===== src/rtl/smbc_pkg.sv =====
package smbc_pkg;
  localparam int CTRL_W = 5;
  localparam int B_EN  = 0;
  localparam int B_STA = 1;
  localparam int B_STO = 2;
  localparam int B_IRQ = 3;
  localparam int B_ACK = 4;
  localparam int MODE_W = 3;

  typedef enum logic [MODE_W-1:0] {
    M_IDLE  = 3'd0,
    M_WAIT  = 3'd1,
    M_MAST  = 3'd2,
    M_STOPG = 3'd3,
    M_SLV   = 3'd4
  } mode_e;
endpackage


===== src/rtl/smbc_flags.sv =====
module smbc_flags
  import smbc_pkg::*;
(
  input  logic              clk,
  input  logic              rst,
  input  logic              wr_en,
  input  logic [CTRL_W-1:0] wr_data,
  input  logic              hw_irq_set,
  input  logic              hw_sto_clr,
  output logic [CTRL_W-1:0] flags_q,
  output logic              irq_next
);
  logic [CTRL_W-1:0] flags_n;

  always_comb begin
    flags_n = flags_q;
    if (wr_en) flags_n = wr_data;
    if (hw_sto_clr) flags_n[B_STO] = 1'b0;
    if (hw_irq_set) flags_n[B_IRQ] = 1'b1;
  end

  assign irq_next = flags_n[B_IRQ];

  always_ff @(posedge clk) begin
    if (rst) flags_q <= '0;
    else     flags_q <= flags_n;
  end

  // the flag only falls after a software write of 0
  a_r3_irq_clear_by_write: assert property (@(posedge clk) disable iff (rst)
    $fell(flags_q[B_IRQ]) |-> $past(wr_en && !wr_data[B_IRQ]));
  // a hardware set always lands
  a_r4_hw_set_wins: assert property (@(posedge clk) disable iff (rst)
    hw_irq_set |=> flags_q[B_IRQ]);
  // a bus STOP clears the stop request
  a_r9_stop_cleared: assert property (@(posedge clk) disable iff (rst)
    hw_sto_clr |=> !flags_q[B_STO]);
endmodule


===== src/rtl/smbc_seq.sv =====
module smbc_seq
  import smbc_pkg::*;
(
  input  logic clk,
  input  logic rst,
  input  logic en,
  input  logic sta,
  input  logic sto,
  input  logic ack_en,
  input  logic evt_start,
  input  logic evt_stop,
  input  logic evt_byte,
  input  logic evt_own,
  input  logic evt_gcall,
  input  logic bus_idle,
  output logic req_start,
  output logic req_rstart,
  output logic req_stop,
  output logic addressed,
  output logic irq_set,
  output logic sto_clr
);
  mode_e mode_q, mode_n;
  logic  busy_q, busy_n;
  logic  bytes_q, bytes_n;
  logic  st_n, rs_n, sp_n;

  always_comb begin
    mode_n  = mode_q;
    busy_n  = busy_q;
    bytes_n = bytes_q;
    st_n    = 1'b0;
    rs_n    = 1'b0;
    sp_n    = 1'b0;
    irq_set = 1'b0;
    if (evt_start) busy_n = 1'b1;
    if (evt_stop || bus_idle) busy_n = 1'b0;
    if (!en) begin
      mode_n  = M_IDLE;
      busy_n  = 1'b0;
      bytes_n = 1'b0;
    end else begin
      unique case (mode_q)
        M_IDLE, M_SLV: begin
          if (sta) begin
            if (!busy_q) begin
              mode_n = M_MAST; st_n = 1'b1; busy_n = 1'b1;
              bytes_n = 1'b0; irq_set = 1'b1;
            end else begin
              mode_n = M_WAIT;
            end
          end else if (sto) begin
            mode_n = M_IDLE;
          end else if (mode_q == M_IDLE) begin
            if (ack_en && (evt_own || evt_gcall)) begin
              mode_n = M_SLV; irq_set = 1'b1;
            end
          end else begin
            if (evt_byte) irq_set = 1'b1;
            if (evt_stop) begin
              mode_n = M_IDLE; irq_set = 1'b1;
            end
          end
        end
        M_WAIT: begin
          if (!sta) begin
            mode_n = M_IDLE;
          end else if (!busy_q) begin
            mode_n = M_MAST; st_n = 1'b1; busy_n = 1'b1;
            bytes_n = 1'b0; irq_set = 1'b1;
          end
        end
        M_MAST: begin
          if (sto) begin
            sp_n = 1'b1; mode_n = M_STOPG;
          end else if (sta && bytes_q) begin
            rs_n = 1'b1; bytes_n = 1'b0; irq_set = 1'b1;
          end else if (evt_byte) begin
            bytes_n = 1'b1; irq_set = 1'b1;
          end
        end
        M_STOPG: begin
          if (evt_stop) mode_n = M_IDLE;
        end
        default: mode_n = M_IDLE;
      endcase
    end
  end

  assign sto_clr   = evt_stop;
  assign addressed = (mode_q == M_SLV);

  always_ff @(posedge clk) begin
    if (rst) begin
      mode_q     <= M_IDLE;
      busy_q     <= 1'b0;
      bytes_q    <= 1'b0;
      req_start  <= 1'b0;
      req_rstart <= 1'b0;
      req_stop   <= 1'b0;
    end else begin
      mode_q     <= mode_n;
      busy_q     <= busy_n;
      bytes_q    <= bytes_n;
      req_start  <= st_n;
      req_rstart <= rs_n;
      req_stop   <= sp_n;
    end
  end

  // START only on a free bus
  a_r7_start_on_free: assert property (@(posedge clk) disable iff (rst)
    req_start |-> $past(!busy_q));
  // repeated START only after a byte
  a_r8_rstart_after_byte: assert property (@(posedge clk) disable iff (rst)
    req_rstart |-> $past(bytes_q));
  // STOP pulses only from master mode
  a_r10_stop_master_only: assert property (@(posedge clk) disable iff (rst)
    req_stop |-> $past(mode_q == M_MAST));
  // a fake STOP keeps the bus busy
  a_r10_keep_busy: assert property (@(posedge clk) disable iff (rst)
    (en && mode_q == M_SLV && sto && !sta && busy_q && !evt_stop && !bus_idle)
      |=> (busy_q && mode_q == M_IDLE));
  // disabled engine is idle with no bus state
  a_r2_disabled_idle: assert property (@(posedge clk) disable iff (rst)
    !en |=> (mode_q == M_IDLE && !busy_q));
endmodule


===== src/rtl/smbc_pins.sv =====
module smbc_pins (
  input  logic clk,
  input  logic rst,
  input  logic en,
  input  logic irq_next,
  input  logic ack_en,
  input  logic addressed,
  input  logic scl_low,
  input  logic ack_slot,
  input  logic irq_en,
  output logic scl_hold,
  output logic sda_ack_low,
  output logic irq
);
  always_ff @(posedge clk) begin
    if (rst) begin
      scl_hold    <= 1'b0;
      sda_ack_low <= 1'b0;
      irq         <= 1'b0;
    end else begin
      scl_hold    <= en && irq_next && scl_low;
      sda_ack_low <= en && addressed && ack_en && ack_slot;
      irq         <= irq_next && irq_en;
    end
  end

  // never hold a high SCL
  a_r6_hold_only_low: assert property (@(posedge clk) disable iff (rst)
    scl_hold |-> $past(scl_low));
  // ACK only in the slot and when addressed
  a_r11_ack_in_slot: assert property (@(posedge clk) disable iff (rst)
    sda_ack_low |-> $past(ack_slot && addressed));
  // interrupt gated by enable input
  a_r5_irq_gated: assert property (@(posedge clk) disable iff (rst)
    irq |-> $past(irq_en));
endmodule


===== src/rtl/smbc_engine.sv =====
module smbc_engine
  import smbc_pkg::*;
(
  input  logic              clk,
  input  logic              rst,
  input  logic              reg_we,
  input  logic [CTRL_W-1:0] reg_wdata,
  output logic [CTRL_W-1:0] reg_rdata,
  input  logic              bus_start_seen,
  input  logic              bus_stop_seen,
  input  logic              byte_done,
  input  logic              own_addr_hit,
  input  logic              gen_call_hit,
  input  logic              bus_free,
  input  logic              scl_is_low,
  input  logic              ack_phase,
  input  logic              irq_enable,
  output logic              req_start,
  output logic              req_rstart,
  output logic              req_stop,
  output logic              scl_hold,
  output logic              sda_ack_low,
  output logic              irq
);
  logic [CTRL_W-1:0] flags;
  logic irq_next, irq_set, sto_clr, addressed;

  smbc_flags u_flags (
    .clk(clk), .rst(rst), .wr_en(reg_we), .wr_data(reg_wdata),
    .hw_irq_set(irq_set), .hw_sto_clr(sto_clr),
    .flags_q(flags), .irq_next(irq_next)
  );

  smbc_seq u_seq (
    .clk(clk), .rst(rst),
    .en(flags[B_EN]), .sta(flags[B_STA]), .sto(flags[B_STO]), .ack_en(flags[B_ACK]),
    .evt_start(bus_start_seen), .evt_stop(bus_stop_seen), .evt_byte(byte_done),
    .evt_own(own_addr_hit), .evt_gcall(gen_call_hit), .bus_idle(bus_free),
    .req_start(req_start), .req_rstart(req_rstart), .req_stop(req_stop),
    .addressed(addressed), .irq_set(irq_set), .sto_clr(sto_clr)
  );

  smbc_pins u_pins (
    .clk(clk), .rst(rst), .en(flags[B_EN]), .irq_next(irq_next),
    .ack_en(flags[B_ACK]), .addressed(addressed), .scl_low(scl_is_low),
    .ack_slot(ack_phase), .irq_en(irq_enable),
    .scl_hold(scl_hold), .sda_ack_low(sda_ack_low), .irq(irq)
  );

  assign reg_rdata = flags;
endmodule


===== config.mk =====
export PLATFORM = sky130hd
export DESIGN_NAME = smbc_engine
export DESIGN_NICKNAME = d
export VERILOG_FILES = /design/src/rtl/smbc_pkg.sv /design/src/rtl/smbc_flags.sv /design/src/rtl/smbc_seq.sv /design/src/rtl/smbc_pins.sv /design/src/rtl/smbc_engine.sv
export SDC_FILE = /design/constraint.sdc
export NUM_CORES = 1
export LEC_CHECK = 0
export BUFFER_PORTS_ARGS = -buffer_cell sky130_fd_sc_hd__buf_2
export CORE_MARGIN = 4
export CORE_UTILIZATION = 47
export DETAILED_ROUTE_END_ITERATION = 10
export PLACE_DENSITY = 0.77
export SYNTH_ARGS = -nofsm -noshare
export SYNTH_HDL_FRONTEND = slang
export SYNTH_SLANG_ARGS = --single-unit

===== constraint.sdc =====
create_clock -name clk -period 1.6 [get_ports clk]
set_clock_uncertainty 0.05 [all_clocks]
set_input_delay 0.08 -clock clk [delete_from_list [all_inputs] [get_ports clk]]
set_output_delay 0.08 -clock clk [all_outputs]
set_load 0.02 [all_outputs]

==> results.yml, run 1 <==
status:
  outcome: "completed"
routing:
  routedWlPerCell_um: 13.6
  met3_length_um: 128
  drt_iter0_drc: 10
  drc: 0
  num_vias: 701
  finalWirelength_mm: 1.73
  wl_met1_um: 733
  dr_wl_met2_um: 829
  dr.pass1.iters: 6
  postRouteAntennaNets: 0
  vias_per_cell: 5.52
  top_layer_used: "met4"
timing:
  slew-limit-headroom: 0.734
  tns_ns: 0
  slew_viol_final: 0
  tightest_slew_ns: 0.399
  min_period_ns: 1.47
  rsz0062_at_grt: "no"
  setup_viol: 0
  fmax_ghz: 0.680
  hold_viol_final: 0
  finalCritPeriodShare: 0.920
critical_path:
  cp.arrival_ns: 1.60
  r2r_cells: 3
  endpoint_kind: "flop"
  cp_max_fo: 13
  critPathKind: "flop to flop"
  critPathLaunchType: "flop"
  worstPathRequired_ns: 1.73
synthesis:
  synthMuxAreaShare: 0.0658
  synth_compound_area_frac: 0.197
  yosysTopAreaCell: "dfxtp_1"
  syn_inst: 82
  yosys.area_share.simple: 0.209
  synth-xor-area-share: 0
  ys_top_cells_by_area: "dfxtp_1, mux2i_1, nor2_1, buf_4, a21oi_1"
  synth-seq-cells: 16
  synth_adder_area_share: 0.0128
  ys_seq_area_frac: 0.411
  syn_nets: 99
  netlist_area_um2: 779
  synth_top_family_by_area: "simple AND/OR/NAND/NOR gates"
  synth.distinct_cells: 37
  syn_avg_cell_area_um2: 9.51
  synth_top_area_share: 0.411
  ys_warn_count: 0
cells_and_area:
  area_growth_pct: 24.7
  final_common_cell: "buf_2"
  drive_gt1_frac: 0.342
  final_cell_mix: "buf_2, dfxtp_1, nor2_1"
  largest_register_ffs: 5
  reg_top3: "u_flags.flags_q (5), u_seq.mode_q (3)"
  stdcell_count: 127
  postLayoutCellArea_um2: 972
  regMostFlops: "u_flags.flags_q"
  fillers: 149
  nets: 130
  insertedDiodeCount: 0
clock_network:
  cts_tree: "yes"
  cts_setup_buffers: 0
  htree_levels: 1
  root_buffer: "clkbuf_4"
  clkTransAtPathRegs_ns: 0.09
  cts_sinks: 16
  cts_buffer_depth: 2
  clkLatencyLatePin_ns: 0.29
  holdBufCountCts: 7
  numCtsBuffers: 3
  post_cts_resize_count: 0
placed_design:
  gp_congestion: 0.805
  dpl.cell_count: 117
  hpwl_mm: 1.23
  port-buffer-count: 27
  placedInstanceArea_um2: 880
floorplanning:
  num_io_pins: 28
  initial_core_util: 0.506
  die-width_um: 48.7
  coreArea_mm2: 0.00154
  rows: 14
  die_area_mm2: 0.00237
  die_h_um: 48.7
grt:
  grt_use_total: 0.157
  grt_max_degree: 14
  first_global_vias: 713
  antenna_found_initial: 0
  grt_pass1_wl_mm: 3.02
  grt-ovfl-total: 0
job:
  max_cap_viol_count: 0
power:
  p_leak_nw: 0.436
  p_per_area_mw_per_mm2: 757
  peakVddDrop_v: 0.000448
min_path:
  min_path_cells: 2
  min_path_type: "primary input to flop"
critical path, stage by stage, from the launching register on:
cell      delay, ns
dfxtp_1        0.57
nor3b_1        0.32
o221ai_2       0.16
o2111a_1       0.25
final timing paths:
path / slack [ns] / startpoint / to
worst min register to register: 0.44 / u_seq.bytes_q$_SDFFE_PP0P_ / u_seq.req_rstart$_SDFF_PP0_
worst min-delay path: 0.01 / irq_enable / u_pins.irq$_SDFF_PP0_
worst max register to register: 0.13 / u_seq.mode_q[2]$_SDFFE_PP0P_ / u_pins.scl_hold$_SDFF_PP0_
worst max-delay path: 0.13 / u_seq.mode_q[2]$_SDFFE_PP0P_ / u_pins.scl_hold$_SDFF_PP0_
cell type report:
type,count,area (um^2),area share
clock buffers,3,22.5,0.0232
well taps,16,20.0,0.0206
flip-flops and latches,16,320,0.329
repair buffers,36,220,0.227
inverters,3,11.3,0.0116
multi-input cells,53,378,0.389
kinds of logic (layout without fill, tap and decap cells):
group,after synthesis,count (layout)
simple gates,27,27
compound gates,20,20
flops,16,16
buf+inv,13,42
mux,5,5
fa+ha+maj,1,1
cell usage after synthesis:
| master | instances |
|---|---|
| nand3b_1 | 1 |
| nor4_2 | 1 |
| o2111a_1 | 1 |
| o21a_1 | 1 |
| a211oi_1 | 1 |
| mux2_2 | 1 |
| o21ai_0 | 1 |
| clkbuf_1 | 2 |
| nor2_1 | 9 |
| or2b_1 | 1 |
| nor3_1 | 2 |
| o31ai_1 | 1 |
| inv_2 | 1 |
| nor2b_2 | 1 |
| a221oi_1 | 2 |
| nand2_1 | 3 |
| a22o_1 | 1 |
| a31oi_1 | 1 |
| dfxtp_1 | 16 |
| mux2i_1 | 4 |
| nand3_1 | 2 |
| buf_4 | 4 |
| a311o_1 | 1 |
| a2111oi_0 | 1 |
| nand2b_1 | 1 |
| o32ai_1 | 1 |
| maj3_1 | 1 |
| buf_2 | 2 |
| nor4_1 | 2 |
| a21oi_1 | 5 |
| o221ai_2 | 1 |
| inv_1 | 2 |
| buf_6 | 2 |
| a32o_1 | 1 |
| o21ai_1 | 1 |
| nor3b_1 | 3 |
| nand3b_4 | 1 |
report_power, final:
| group | total [W] | internal (W) | switching [W] |
|---|---|---|---|
| Sequential | 0.000420 | 0.000408 | 0.0000119 |
| Clock | 0.000207 | 0.0000875 | 0.000119 |
| Combinational | 0.000108 | 0.0000559 | 0.0000526 |
| Total | 0.000735 | 0.000552 | 0.000184 |
layer usage:
metal,up-vias,GRT usage
met2,32,0.241
met4,0,0.103
li1,355,-
met5,-,0
met1,309,0.192
met3,5,0.0368
per-stage QoR:
stage          utilization  worst slack (ns)  power, W  hold slack, ns
2_1_floorplan            -             0.318  0.000492           0.102
3_3_place_gp         0.571             0.194  0.000523           0.270
3_5_place_dp         0.571             0.161  0.000525           0.273
4_1_cts              0.631             0.135  0.000743         0.00709
5_1_grt              0.631            0.0217  0.000775          0.0162
6_report             0.631             0.128  0.000735          0.0143
(Power assumes the default switching activity.)
==> run 2: changes to the inputs <==
--- a/config.mk
+++ b/config.mk
@@ -6,10 +6,12 @@
 export NUM_CORES = 1
 export LEC_CHECK = 0
 export BUFFER_PORTS_ARGS = -buffer_cell sky130_fd_sc_hd__buf_2
+export CELL_PAD_IN_SITES_DETAIL_PLACEMENT = 1
+export CELL_PAD_IN_SITES_GLOBAL_PLACEMENT = 1
 export CORE_MARGIN = 4
-export CORE_UTILIZATION = 47
+export CORE_UTILIZATION = 35
 export DETAILED_ROUTE_END_ITERATION = 10
-export PLACE_DENSITY = 0.77
+export PLACE_DENSITY = 0.78
 export SYNTH_ARGS = -nofsm -noshare
 export SYNTH_HDL_FRONTEND = slang
 export SYNTH_SLANG_ARGS = --single-unit
==> results.yml, run 2 (same netlist as run 1, synthesis figures left out) <==
status:
  outcome: "finished, violations left"
  violations: "negative hold slack"
critical_path:
  path_cells: "or2b_1 -> nand2b_1 -> o221ai_2 -> o2111a_1"
  crit_path_top_delay_cell: "dfxtp_1"
  critPathLaunchType: "flop"
  critPathKind: "flop to flop"
  critPathMaxStageDelay_ns: 0.58
  cp.arrival_ns: 1.63
  cp_max_fo: 13
  worstPathRequired_ns: 1.73
  endpoint_kind: "flop"
power:
  p_int_w: 0.000552
  p_switching_w: 0.000192
  seq_power_share: 0.565
  p_per_area_mw_per_mm2: 756
  peakVddDrop_v: 0.000451
  swShare: 0.259
  p_leak_nw: 0.434
  power.share.clock: 0.283
  p_comb_frac: 0.152
floorplanning:
  die_area_mm2: 0.00305
  die_h_um: 55.2
  coreArea_mm2: 0.00204
  initial_core_util: 0.382
  rows: 16
  num_io_pins: 28
  die-width_um: 55.2
cells_and_area:
  area_growth_pct: 26.2
  stdcell_count: 138
  reg_top3: "u_flags.flags_q (5), u_seq.mode_q (3)"
  insertedDiodeCount: 0
  final_common_cell: "buf_2"
  drive_gt1_frac: 0.351
  nets: 130
  final_cell_mix: "buf_2, dfxtp_1, nor2_1"
  largest_register_ffs: 5
  utilization: 0.482
  regMostFlops: "u_flags.flags_q"
routing:
  dr.pass1.iters: 4
  postRouteAntennaNets: 0
  finalWirelength_mm: 2.09
  num_vias: 726
  drc: 0
  routedWlPerCell_um: 15.1
  drt_iter0_drc: 1
  vias_per_cell: 5.26
grt:
  antenna_found_initial: 0
  first_global_vias: 731
  grt_max_degree: 14
  grt-ovfl-total: 0
  grt_use_total: 0.153
  grt_pass1_wl_mm: 3.26
timing:
  fmax_ghz: 0.667
  tns_ns: 0
  finalCritPeriodShare: 0.937
  worst_slack_ns: 0.101
  hold_viol_final: 1
  rsz0062_at_grt: "no"
  slew-limit-headroom: 0.731
  slew_viol_final: 0
  tightest_slew_ns: 0.404
  min_period_ns: 1.50
  setup_viol: 0
  worst_hold_slack_ns: -0.00223
clock_network:
  htree_levels: 1
  clkTransAtPathRegs_ns: 0.09
  root_buffer: "clkbuf_4"
  clkLatencyLatePin_ns: 0.29
  numCtsBuffers: 3
  cts_sinks: 16
  post_cts_resize_count: 0
  cts_buffer_depth: 2
  cts_tree: "yes"
job:
  max_cap_viol_count: 0
placed_design:
  dpl.cell_count: 129
  place_ws_ns: 0.132
  hpwl_mm: 1.57
  port-buffer-count: 27
  gp_congestion: 0.791
min_path:
  min_path_type: "primary input to flop"
-- run 2: cell count changes in the layout (fill, tap and decap cells not counted) --
| cell | delta |
|---|---|
| dlygate4sd3_1 | -1 |
| buf_4 | +1 |
-- run 2: power by group through the flow --
stage,combinational [W],sequential [W],clock [W]
5_1_grt,0.000125,0.000423,0.000244
3_5_place_dp,0.000101,0.000429,0
6_report,0.000113,0.000420,0.000211
3_3_place_gp,0.0000970,0.000429,0
4_1_cts,0.000109,0.000420,0.000220
2_1_floorplan,0.0000626,0.000429,0
-- run 2: final timing paths --
| kind | start | slack (ns) | to | cells after the start |
|---|---|---|---|---|
| max reg2reg | u_seq.mode_q[2]$_SDFFE_PP0P_ | 0.10 | u_pins.scl_hold$_SDFF_PP0_ | 4 |
| min | reg_wdata[0] | -0.002 | u_flags.flags_q[0]$_SDFFE_PP0P_ | 3 |
| min reg2reg | u_seq.bytes_q$_SDFFE_PP0P_ | 0.44 | u_seq.req_rstart$_SDFF_PP0_ | 2 |
| max | u_seq.mode_q[2]$_SDFFE_PP0P_ | 0.10 | u_pins.scl_hold$_SDFF_PP0_ | 4 |
-- run 2: through the flow --
stage / cell area, um^2 / hold slack (ns) / total power, W
floorplan: 779 / 0.102 / 0.000492
global placement: 901 / 0.263 / 0.000526
detailed placement: 901 / 0.285 / 0.000531
CTS: 963 / 0.000135 / 0.000749
global route: 983 / 0.00806 / 0.000792
finish: 983 / -0.00223 / 0.000744
-- run 2: layout make-up --
| type | instances | area, um^2 |
|---|---|---|
| Clock buffer | 3 | 22.5 |
| Multi-Input combinational cell | 53 | 378 |
| Inverter | 3 | 11.3 |
| Fill cell | 277 | 1060 |
| Tap cell | 27 | 33.8 |
| Timing Repair Buffer | 36 | 218 |
| Sequential cell | 16 | 320 |
-- run 2: worst max-delay path, delay by kind of cell (launching register included) --
family | cells | cell delay (ns)
flip-flops | 1 | 0.58
AO/OA/AOI/OAI | 2 | 0.39
AND/OR/NAND/NOR | 2 | 0.37
-- run 2: layer usage --
layer | global-route usage | wire length [um] | vias up | part of all wire
met1 | 0.182 | 882 | 344 | 0.42
li1 | - | - | 359 | -
met2 | 0.250 | 1080 | 19 | 0.52
met3 | 0.0509 | 98 | 4 | 0.047
met5 | 0 | 0 | - | 0
met4 | 0.0648 | 28 | 0 | 0.013
-- run 2: timing repair --
item	4_1_cts	5_1_grt
hold buffers	4	2
endpoints found under the hold margin	6	2
setup endpoints to repair	0	0
setup buffers	0	0
